### src/rtl/tdm_sel_pkg.sv
package tdm_sel_pkg;

    typedef enum logic [1:0] {
        ST_IDLE = 2'd0,
        ST_RUN  = 2'd1,
        ST_DONE = 2'd2
    } slot_state_e;

endpackage

### src/rtl/tdm_mask_bank.sv
module tdm_mask_bank #(
    parameter int NUM_SLOTS = 128,
    parameter int PART_W    = 16,
    localparam int NUM_PARTS  = NUM_SLOTS / PART_W,
    localparam int PART_SEL_W = (NUM_PARTS > 1) ? $clog2(NUM_PARTS) : 1
) (
    input  logic                  clk,
    input  logic                  rst_n,
    input  logic                  wr_en,
    input  logic [PART_SEL_W-1:0] wr_part,
    input  logic [PART_W-1:0]     wr_data,
    input  logic                  load,
    output logic [NUM_SLOTS-1:0]  live_mask
);

    for (genvar p = 0; p < NUM_PARTS; p++) begin : g_part
        logic [PART_W-1:0] shadow_q;
        logic [PART_W-1:0] live_q;

        always_ff @(posedge clk) begin
            if (!rst_n) begin
                shadow_q <= '0;
            end else if (wr_en && (wr_part == PART_SEL_W'(p))) begin
                shadow_q <= wr_data;
            end
        end

        always_ff @(posedge clk) begin
            if (!rst_n) begin
                live_q <= '0;
            end else if (load) begin
                live_q <= shadow_q;
            end
        end

        assign live_mask[p*PART_W +: PART_W] = live_q;
    end

endmodule

### src/rtl/tdm_slot_fsm.sv
module tdm_slot_fsm
    import tdm_sel_pkg::*;
#(
    parameter int NUM_SLOTS = 128,
    localparam int SLOT_W = $clog2(NUM_SLOTS)
) (
    input  logic              clk,
    input  logic              rst_n,
    input  logic              frame_sync,
    input  logic              word_done,
    input  logic [SLOT_W-1:0] frame_len,
    output logic              in_frame,
    output logic              slot_adv,
    output logic [SLOT_W-1:0] slot_q,
    output logic [SLOT_W-1:0] len_q
);

    slot_state_e state_q, state_d;
    logic        at_last;

    // state register
    always_ff @(posedge clk) begin
        if (!rst_n) begin
            state_q <= ST_IDLE;
        end else begin
            state_q <= state_d;
        end
    end

    // next state: sync always wins over a word strobe
    always_comb begin
        state_d = state_q;
        unique case (state_q)
            ST_IDLE: if (frame_sync) state_d = ST_RUN;               // T_START
            ST_RUN: begin
                if (frame_sync)                  state_d = ST_RUN;   // T_RESYNC
                else if (word_done && at_last)   state_d = ST_DONE;  // T_END
            end
            ST_DONE: if (frame_sync) state_d = ST_RUN;               // T_REARM
            default: state_d = ST_IDLE;
        endcase
    end

    // outputs
    always_comb begin
        in_frame = (state_q == ST_RUN);
        at_last  = (slot_q == len_q);
        slot_adv = in_frame && word_done && !frame_sync;
    end

    // slot counter and latched length
    always_ff @(posedge clk) begin
        if (!rst_n) begin
            slot_q <= '0;
            len_q  <= '0;
        end else if (frame_sync) begin
            slot_q <= '0;
            len_q  <= frame_len;
        end else if (slot_adv && !at_last) begin
            slot_q <= slot_q + 1'b1;
        end
    end

endmodule

### src/rtl/tdm_block_event.sv
module tdm_block_event #(
    parameter int PART_W = 16,
    localparam int LOW_W = $clog2(PART_W)
) (
    input  logic             clk,
    input  logic             rst_n,
    input  logic             slot_adv,
    input  logic             mc_mode,
    input  logic             irq_en,
    input  logic [LOW_W-1:0] slot_low,
    output logic             irq_q
);

    always_ff @(posedge clk) begin
        if (!rst_n) begin
            irq_q <= 1'b0;
        end else begin
            irq_q <= slot_adv && mc_mode && irq_en && (&slot_low);
        end
    end

endmodule

### src/rtl/tdm_slot_gate.sv
module tdm_slot_gate #(
    parameter int NUM_SLOTS = 128,
    parameter int PART_W    = 16,
    localparam int NUM_PARTS  = NUM_SLOTS / PART_W,
    localparam int PART_SEL_W = (NUM_PARTS > 1) ? $clog2(NUM_PARTS) : 1,
    localparam int SLOT_W     = $clog2(NUM_SLOTS),
    localparam int LOW_W      = $clog2(PART_W)
) (
    input  logic                  clk,
    input  logic                  rst_n,
    input  logic                  frame_sync,
    input  logic                  word_done,
    input  logic [SLOT_W-1:0]     frame_len,
    input  logic                  mc_mode,
    input  logic                  irq_en,
    input  logic                  mask_we,
    input  logic [PART_SEL_W-1:0] mask_part,
    input  logic [PART_W-1:0]     mask_data,
    output logic                  in_frame,
    output logic [SLOT_W-1:0]     slot_idx,
    output logic                  slot_en,
    output logic                  rx_strobe,
    output logic                  block_irq
);

    logic [NUM_SLOTS-1:0] live_mask;
    logic [SLOT_W-1:0]    len_q;
    logic                 slot_adv;
    logic                 slot_sel;

    tdm_mask_bank #(.NUM_SLOTS(NUM_SLOTS), .PART_W(PART_W)) u_bank (
        .clk       (clk),
        .rst_n     (rst_n),
        .wr_en     (mask_we),
        .wr_part   (mask_part),
        .wr_data   (mask_data),
        .load      (frame_sync),
        .live_mask (live_mask)
    );

    tdm_slot_fsm #(.NUM_SLOTS(NUM_SLOTS)) u_fsm (
        .clk        (clk),
        .rst_n      (rst_n),
        .frame_sync (frame_sync),
        .word_done  (word_done),
        .frame_len  (frame_len),
        .in_frame   (in_frame),
        .slot_adv   (slot_adv),
        .slot_q     (slot_idx),
        .len_q      (len_q)
    );

    tdm_block_event #(.PART_W(PART_W)) u_evt (
        .clk      (clk),
        .rst_n    (rst_n),
        .slot_adv (slot_adv),
        .mc_mode  (mc_mode),
        .irq_en   (irq_en),
        .slot_low (slot_idx[LOW_W-1:0]),
        .irq_q    (block_irq)
    );

    always_comb begin
        slot_sel  = mc_mode ? live_mask[slot_idx] : 1'b1;
        slot_en   = in_frame && slot_sel;
        rx_strobe = word_done && slot_en;
    end

endmodule

### config.mk
export PLATFORM = sky130hd
export DESIGN_NAME = tdm_slot_gate
export DESIGN_NICKNAME = d
export VERILOG_FILES = /design/src/rtl/tdm_sel_pkg.sv /design/src/rtl/tdm_mask_bank.sv /design/src/rtl/tdm_slot_fsm.sv /design/src/rtl/tdm_block_event.sv /design/src/rtl/tdm_slot_gate.sv
export SDC_FILE = /design/constraint.sdc
export NUM_CORES = 1
export LEC_CHECK = 0
export ABC_AREA = 1
export BUFFER_PORTS_ARGS = -buffer_cell sky130_fd_sc_hd__buf_2
export CAP_MARGIN = 20
export CORE_ASPECT_RATIO = 0.8
export CORE_UTILIZATION = 54
export DETAILED_ROUTE_END_ITERATION = 8
export PLACE_DENSITY = 0.73
export SLEW_MARGIN = 25
export SYNTH_ARGS = -nofsm -noshare
export SYNTH_HDL_FRONTEND = slang
export SYNTH_SLANG_ARGS = --single-unit
export TNS_END_PERCENT = 100
### constraint.sdc
create_clock -name clk -period 1.7 [get_ports clk]
set_input_delay 0.17 -clock clk [delete_from_list [all_inputs] [get_ports clk]]
set_output_delay 0.17 -clock clk [all_outputs]
set_load 0.1 [all_outputs]
==> reports/qor.txt, run 1 <==
Outcome -> finished, violations left
Violations in the final reports -> negative setup slack
Fmax -> 387 MHz
DIE AREA -> 20,900 sq um
Placement Rows -> 46
Unrepaired setup endpoints after global routing -> yes
Synth-to-layout area growth -> 17.2%
Relative slew margins -> 54.4%
Clk pin slew, worst setup/hold paths -> 0.07 ns
Period Utilization, post-route -> 152%
Clock buffers created by TritonCTS -> 26
Wire length of the first global-routing pass -> 49,200 um
Final routed wire length divided by cell count -> 16.9 um
DP Area -> 11,700 sq um
Warning count from the yosys run -> 0
Final worst slack -> -0.883 ns
Vertical extent of the die -> 130 um
Post-detailed-route DRC marker count -> 0
Final wirelength -> 31,300 um
Antenna violations before repair -> 0
Pins Over Slew Limit -> 0
Buffer levels on the longest clock path -> 3
Share of final-layout standard cells stronger than drive strength 1 -> 11.8%
Clock sinks -> 273
Int Power -> 10.6 mW
Worst Path Max Fanout -> 26
CTS Root Cell -> clkbuf_16
Final RePlAce weighted congestion -> 0.849
Sw Pwr -> 3.42 mW
Net Sw Frac -> 24.4%
X dimension of the die -> 161 um
Via Count -> 10,200
Placed cells -> 1,797
Diodes inserted -> 0
Detail-routed via count per cell -> 5.51
Slew at the pin closest to its max-slew limit -> 0.683 ns
Worst Setup Start Kind -> flip-flop
Gate Count Post-Synth -> 1,546
Initial core utilization -> 55.3%
Mean Syn Cell Area -> 7.10 sq um
Number of primary I/O pins -> 44
Remaining global-route overflow -> 0
Synthesized area -> 11,000 sq um
Core area -> 19,900 sq um
CTS tree -> built
Worst clock skew -> 0.0117 ns
Register area share after synthesis -> 49.8%
CTS H-tree lvls -> 1
Number of global-route vias before repair -> 9,160
Pin count of the biggest net entering global routing -> 128
Number of endpoints with negative hold slack in the final report -> 0
Pre-Repair DR Iteration Count -> 5
Sequential group share of total power -> 48.5%
Gate power share -> 8.2%
Final instance area -> 12,900 sq um
Half-perimeter wire length of the detailed placement result -> 19,000 um
Crit path required time -> 1.53 ns
Nets -> 1,608
HP Class -> input port to flip-flop
Post-synth cell types -> 31
CP Class -> flip-flop to output port
Leading cell types in the layout, fill and taps excluded -> nor2_1 (493), o21ai_0 (275), dfxtp_1 (266)
Data arrival time at the worst-slack endpoint -> 2.41 ns
Non-filler instance count after layout -> 1,855
Total power -> 14.0 mW
Most frequent standard cell in the layout excluding fill and tap cells -> nor2_1
Post-layout min period -> 2.58 ns
Clock insertion delay at the later pin of the skew report -> 0.54 ns
Relative contribution of the clock network to total power -> 43.2%
Violation count after the first detailed-route iteration -> 970
Input/output buffers -> 43
Largest voltage drop on the vdd net -> 0.000700 V
Syn Nets -> 1,580
Power density of the placed cells -> 1090 nW/um^2
Critical path capture point type -> output port
Max-capacitance violation count -> 0
Overall track demand over capacity in global routing -> 30.0%
Count of state elements after synthesis -> 273
Number of routed nets with antenna violations -> 0
Static Leak -> 5.55 nW
Final setup violating endpoints -> 4
-- power groups by stage --
stage | Clock, mW | Combinational, mW | Sequential (mW)
6_report | 6.05 | 1.15 | 6.80
5_1_grt | 6.38 | 1.28 | 6.82
4_1_cts | 6.12 | 1.12 | 6.79
3_5_place_dp | 0 | 1.09 | 6.93
3_3_place_gp | 0 | 1.07 | 6.93
2_1_floorplan | 0 | 0.743 | 6.90
-- Yosys cell counts --
library cell | n | share of area [%]
buf_4 | 6 | 0.41
o21ai_0 | 277 | 13
inv_1 | 80 | 2.7
nor2_2 | 1 | 0.057
nor3b_1 | 1 | 0.068
nand3_1 | 67 | 3.1
clkbuf_2 | 12 | 0.55
a21oi_1 | 65 | 3.0
inv_4 | 1 | 0.057
o21ai_1 | 5 | 0.23
buf_6 | 5 | 0.51
xnor2_1 | 2 | 0.16
buf_1 | 6 | 0.21
o211a_1 | 1 | 0.091
nor4_2 | 1 | 0.11
nand2_1 | 133 | 4.5
clkbuf_1 | 71 | 2.4
xor2_1 | 5 | 0.40
nor3_1 | 2 | 0.091
inv_2 | 2 | 0.068
and3_1 | 1 | 0.057
nand2_2 | 1 | 0.057
nand4_1 | 1 | 0.057
dfxtp_1 | 273 | 50
nor3_2 | 2 | 0.18
clkinv_1 | 1 | 0.034
ha_1 | 1 | 0.11
o21a_1 | 1 | 0.068
nor2_1 | 500 | 17
buf_2 | 14 | 0.64
o211ai_1 | 8 | 0.55
-- timing repair --
item / CTS / global route
setup endpoints to repair: 8 / 9
cloned: 1 / 0
hold buffers: 11 / 0
gates resized for setup: 18 / 20
buffers inserted: 1 / 2
pin swaps: 15 / 4
hold endpoints to repair: 37 / 0
-- per-stage QoR --
step | util [%] | setup slack, ns | TNS [ns] | hold WS (ns)
floorplan | - | -0.633 | -1.22 | 0.305
CTS | 64.4 | -0.863 | -1.80 | 0.0432
detailed placement | 58.9 | -0.349 | -0.709 | 0.404
global placement | 58.9 | -0.355 | -0.709 | 0.390
global route | 64.8 | -1.01 | -2.41 | 0.0553
finish | 64.8 | -0.883 | -1.84 | 0.0623
-- cells by family (layout without fill, tap and decap cells) --
kind of cell,after synthesis,in the layout,share of synthesized area [%]
and+or+nand+nor,710,710,25.4
adders and majority gates,1,1,0.114
buffers and inverters,198,243,7.64
xor gates and xnor gates,7,7,0.558
DFF,273,273,49.8
AOI/OAI and AO/OA,357,357,16.5
-- metal layers --
| metal | track usage [%] | vias up | routed length [um] |
|---|---|---|---|
| li1 | - | 5002 | - |
| met1 | 41.6 | 4789 | 14100 |
| met3 | 5.12 | 62 | 2430 |
| met5 | 0 | - | 0 |
| met4 | 9.49 | 0 | 951 |
| met2 | 47.8 | 369 | 13700 |
-- path summary, 6_finish.rpt --
check	start	end	slack (ns)	depth (start not counted)
min	mask_data[11]	u_bank.g_part[6].shadow_q[11]	0.06	3
max	u_fsm.slot_q[0]	rx_strobe	-0.88	15
min reg2reg	u_bank.g_part[3].live_q[15]	u_bank.g_part[3].live_q[15]	0.46	2
max reg2reg	u_fsm.slot_q[0]	u_fsm.slot_q[5]	-0.02	10
-- state kept, by name, indices dropped and copies added, names as in the netlist --
signal and flops:
u_fsm.state_q 2, u_fsm.slot_q 7, u_bank.g_part.live_q 128, u_bank.g_part.shadow_q 128
u_fsm.len_q 7, u_evt.irq_q 1
-- critical path, cell delays in order (launching register included) --
cell	delay, ns
dfxtp_4	0.42
buf_12	0.19
buf_4	0.16
nor2_1	0.04
nor2_1	0.08
nand2_1	0.07
nand3_1	0.08
nand3_1	0.09
nand2_1	0.07
nand3_1	0.08
nand2_1	0.10
nand2_2	0.06
nand3_2	0.08
nand2_4	0.07
nor2_4	0.10
buf_12	0.18
-- cell type report --
cell class                 instances  area (sq um)
fill                            1752          6990
sequential                       273          5490
multi-input combinational       1075          4790
timing repair buffer             114          1040
clock buffer                      33           738
tap                              264           330
inverter                          84           329
clock inverter                    12           155
Power figures use the tool's default switching activity.
==> run 2, diff against run 1 <==
Settings changed: ABC_AREA 1 to unset, CORE_UTILIZATION 54 to 35, PLACE_DENSITY 0.73 to 0.52.
==> run 2 against run 1 <==
Effect of this change: the run still ends with negative setup slack left; power up 2.8%; via count fell by 17%; wire length up 6.9%; highest routed layer unchanged; largest power group is now the clock network; critical path depth shrank 7; final area grew 13%; core utilization is 20 points lower; maximum frequency shrank 9.9%; synthesized area is 6.0% higher; register-to-register slack got worse by 0.05 ns; die area is 63% higher.
==> reports/qor.txt, run 2 <==
Outcome -> finished, violations left
Violations in the final reports -> negative setup slack
Detail-routed via count per cell -> 4.86
Leading cell types in the layout, fill and taps excluded -> nand2_1 (270), dfxtp_1 (265), mux2i_1 (150)
Filler instances -> 3,164
Area fraction of the dominant cell type after synthesis -> 47.0%
Relative slew margins -> 67.6%
Met1 GRT Util -> 29.8%
Relative contribution of the clock network to total power -> 47.8%
Unrepaired setup endpoints after global routing -> yes
Critical path buffers and inverters -> 4
Final wirelength -> 33,400 um
Largest cells by area after synthesis -> dfxtp_1 (47%), mux2i_1 (13%), nand2_1 (8.8%)
Most frequent standard cell in the layout excluding fill and tap cells -> nand2_1
Gate power share -> 6.6%
Via Count -> 8,522
Count of state elements after synthesis -> 273
CTS tree -> built
Initial core utilization -> 35.7%
Buffer levels on the longest clock path -> 3
Net Sw Frac -> 22.2%
Final worst slack -> -1.17 ns
Nets -> 1,338
Met2 Use GR -> 30.2%
Registers with the highest flip-flop counts -> u_bank.g_part.live_q: 128 flops, u_bank.g_part.shadow_q: 128 flops
Worst Setup Start Kind -> flip-flop
Placement Rows -> 59
Half-perimeter wire length of the detailed placement result -> 21,300 um
Critical path capture point type -> output port
Int Power -> 11.2 mW
Final instance area -> 14,500 sq um
Input/output buffers -> 43
Final RePlAce weighted congestion -> 0.843
Top post-synthesis cells by count -> dfxtp_1 (273), nand2_1 (272), mux2i_1 (151)
Clock insertion delay at the later pin of the skew report -> 0.56 ns
Remaining global-route overflow -> 0
Non-filler instance count after layout -> 1,754
HP Class -> input port to flip-flop
Pins Over Slew Limit -> 0
Number of flops mapped to enable cells by yosys -> 0
Overall track demand over capacity in global routing -> 20.0%
Syn Nets -> 1,232
Highest-utilization routing layer at the global route stage -> met2
Clk pin slew, worst setup/hold paths -> 0.06 ns
Slew at the pin closest to its max-slew limit -> 0.490 ns
Most used DFF post-synth -> dfxtp_1
Period Utilization, post-route -> 169%
Wire length of the first global-routing pass -> 50,800 um
Max-capacitance violation count -> 0
DIE AREA -> 34,000 sq um
Sw Pwr -> 3.20 mW
Clock buffers created by TritonCTS -> 29
Post-synth cell types -> 50
Cell seen most often among critical-path stages -> buf_12
Clock sinks -> 273
CTS H-tree lvls -> 1
Gate Count Post-Synth -> 1,198
Placed cells -> 1,667
Synth-to-layout area growth -> 24.8%
Static Leak -> 5.44 nW
Worst Path Max Fanout -> 6
Most frequently used cell type in the post-synthesis netlist -> dfxtp_1
Fmax -> 349 MHz
Met3 GRT Util -> 2.98%
Register area share after synthesis -> 47.0%
Number of endpoints with negative hold slack in the final report -> 0
Final routed wire length divided by cell count -> 19.1 um
Antenna violations before repair -> 2
Core area -> 32,600 sq um
Vertical extent of the die -> 165 um
DP Area -> 12,900 sq um
Number of routed nets with antenna violations -> 0
Slack of the worst reg-to-reg path -> -0.07 ns
CP Class -> flip-flop to output port
Final setup violating endpoints -> 9
Synthesized area -> 11,600 sq um
Post-detailed-route DRC marker count -> 0
Sequential group share of total power -> 45.6%
Worst clock skew -> 0.0144 ns
Cell type of the slowest stage on the worst timing path -> a221o_1
Crit-path leading delay family -> compound AO/OA/AOI/OAI gates
Pin count of the biggest net entering global routing -> 113
Crit path required time -> 1.53 ns
X dimension of the die -> 206 um
Fraction of synthesis flops using an asynchronous set or reset pin -> 0%
Cells along the critical path -> buf_12, buf_8, buf_4, mux4_2, a2111oi_4, a221o_1, a221oi_4, buf_12
Aggregate negative setup slack -> -2.58 ns
Power density of the placed cells -> 991 nW/um^2
Delay of the slowest cell on the worst path -> 0.44 ns
Utilization after layout -> 44.5%
Post-layout min period -> 2.87 ns
Violation count after the first detailed-route iteration -> 582
Data arrival time at the worst-slack endpoint -> 2.70 ns
Pre-Repair DR Iteration Count -> 4
Mean Syn Cell Area -> 9.72 sq um
Largest voltage drop on the vdd net -> 0.000636 V
CTS Root Cell -> clkbuf_16
Warning count from the yosys run -> 0
Largest area contributor in the synthesized netlist -> dfxtp_1
Share of final-layout standard cells stronger than drive strength 1 -> 20.1%
Setup Slack @ Placement -> -0.653 ns
Number of global-route vias before repair -> 8,235
Number of primary I/O pins -> 44
-- run 2: per-layer routing --
layer	vias up	part of all wire (%)
met5	-	0
met4	0	2.1
met3	50	3.6
met2	121	43
met1	4101	51
li1	4250	-
-- run 2: final timing paths --
check             depth (start not counted)                             to                           from
setup / recovery                          8                        slot_en                u_fsm.slot_q[1]
hold / removal                            3  u_bank.g_part[3].shadow_q[15]                  mask_data[15]
setup reg to reg                          9                u_fsm.slot_q[3]                u_fsm.slot_q[1]
hold reg to reg                           2  u_bank.g_part[6].shadow_q[13]  u_bank.g_part[6].shadow_q[13]
-- run 2: power groups by stage --
| stage | Clock, mW | Combinational (mW) | Sequential (mW) |
|---|---|---|---|
| 2_1_floorplan | 0 | 0.578 | 6.68 |
| 3_3_place_gp | 0 | 0.893 | 6.71 |
| 3_5_place_dp | 0 | 0.898 | 6.71 |
| 4_1_cts | 7.04 | 0.959 | 6.56 |
| 5_1_grt | 7.29 | 1.02 | 6.57 |
| 6_report | 6.88 | 0.946 | 6.56 |
-- run 2: layout make-up --
| cell class | count | area (sq um) | area share [%] |
|---|---|---|---|
| clock buffers | 42 | 876 | 6.03 |
| well taps | 427 | 534 | 3.68 |
| multi-input cells | 827 | 5940 | 40.9 |
| flip-flops and latches | 273 | 5490 | 37.8 |
| diodes | 3 | 7.51 | 0.0517 |
| inverters | 6 | 22.5 | 0.155 |
| repair buffers | 167 | 1480 | 10.2 |
| clock inverters | 9 | 174 | 1.20 |
-- run 2: tightest hold or removal path: cells and delay by family --
kind | cells | cell delay (ns)
compound gates | 1 | 0.07
buf+inv | 1 | 0.21
simple gates | 1 | 0.09
-- run 2: metrics by stage --
step                      hold WS [ns]  power, mW
after detailed placement         0.420       7.60
after global placement           0.427       7.60
after global routing            0.0246       14.9
final                           0.0274       14.4
after floorplan                  0.289       7.26
after CTS                      0.00297       14.6
-- run 2: repair_timing --
action | in CTS | in global routing
setup buffers | 11 | 10
endpoints found under the setup margin | 14 | 15
hold buffers | 15 | 0
gates resized for setup | 47 | 26
cloned | 1 | 0
endpoints found under the hold margin | 22 | 0
pin swaps | 16 | 20
-- run 2: kinds of logic after synthesis --
logic type / synth area share [%]
flops: 47.0
buf+inv: 3.81
simple gates: 19.0
compound gates: 10.3
xor+xnor: 0.903
mux: 18.9
fa+ha+maj: 0.107
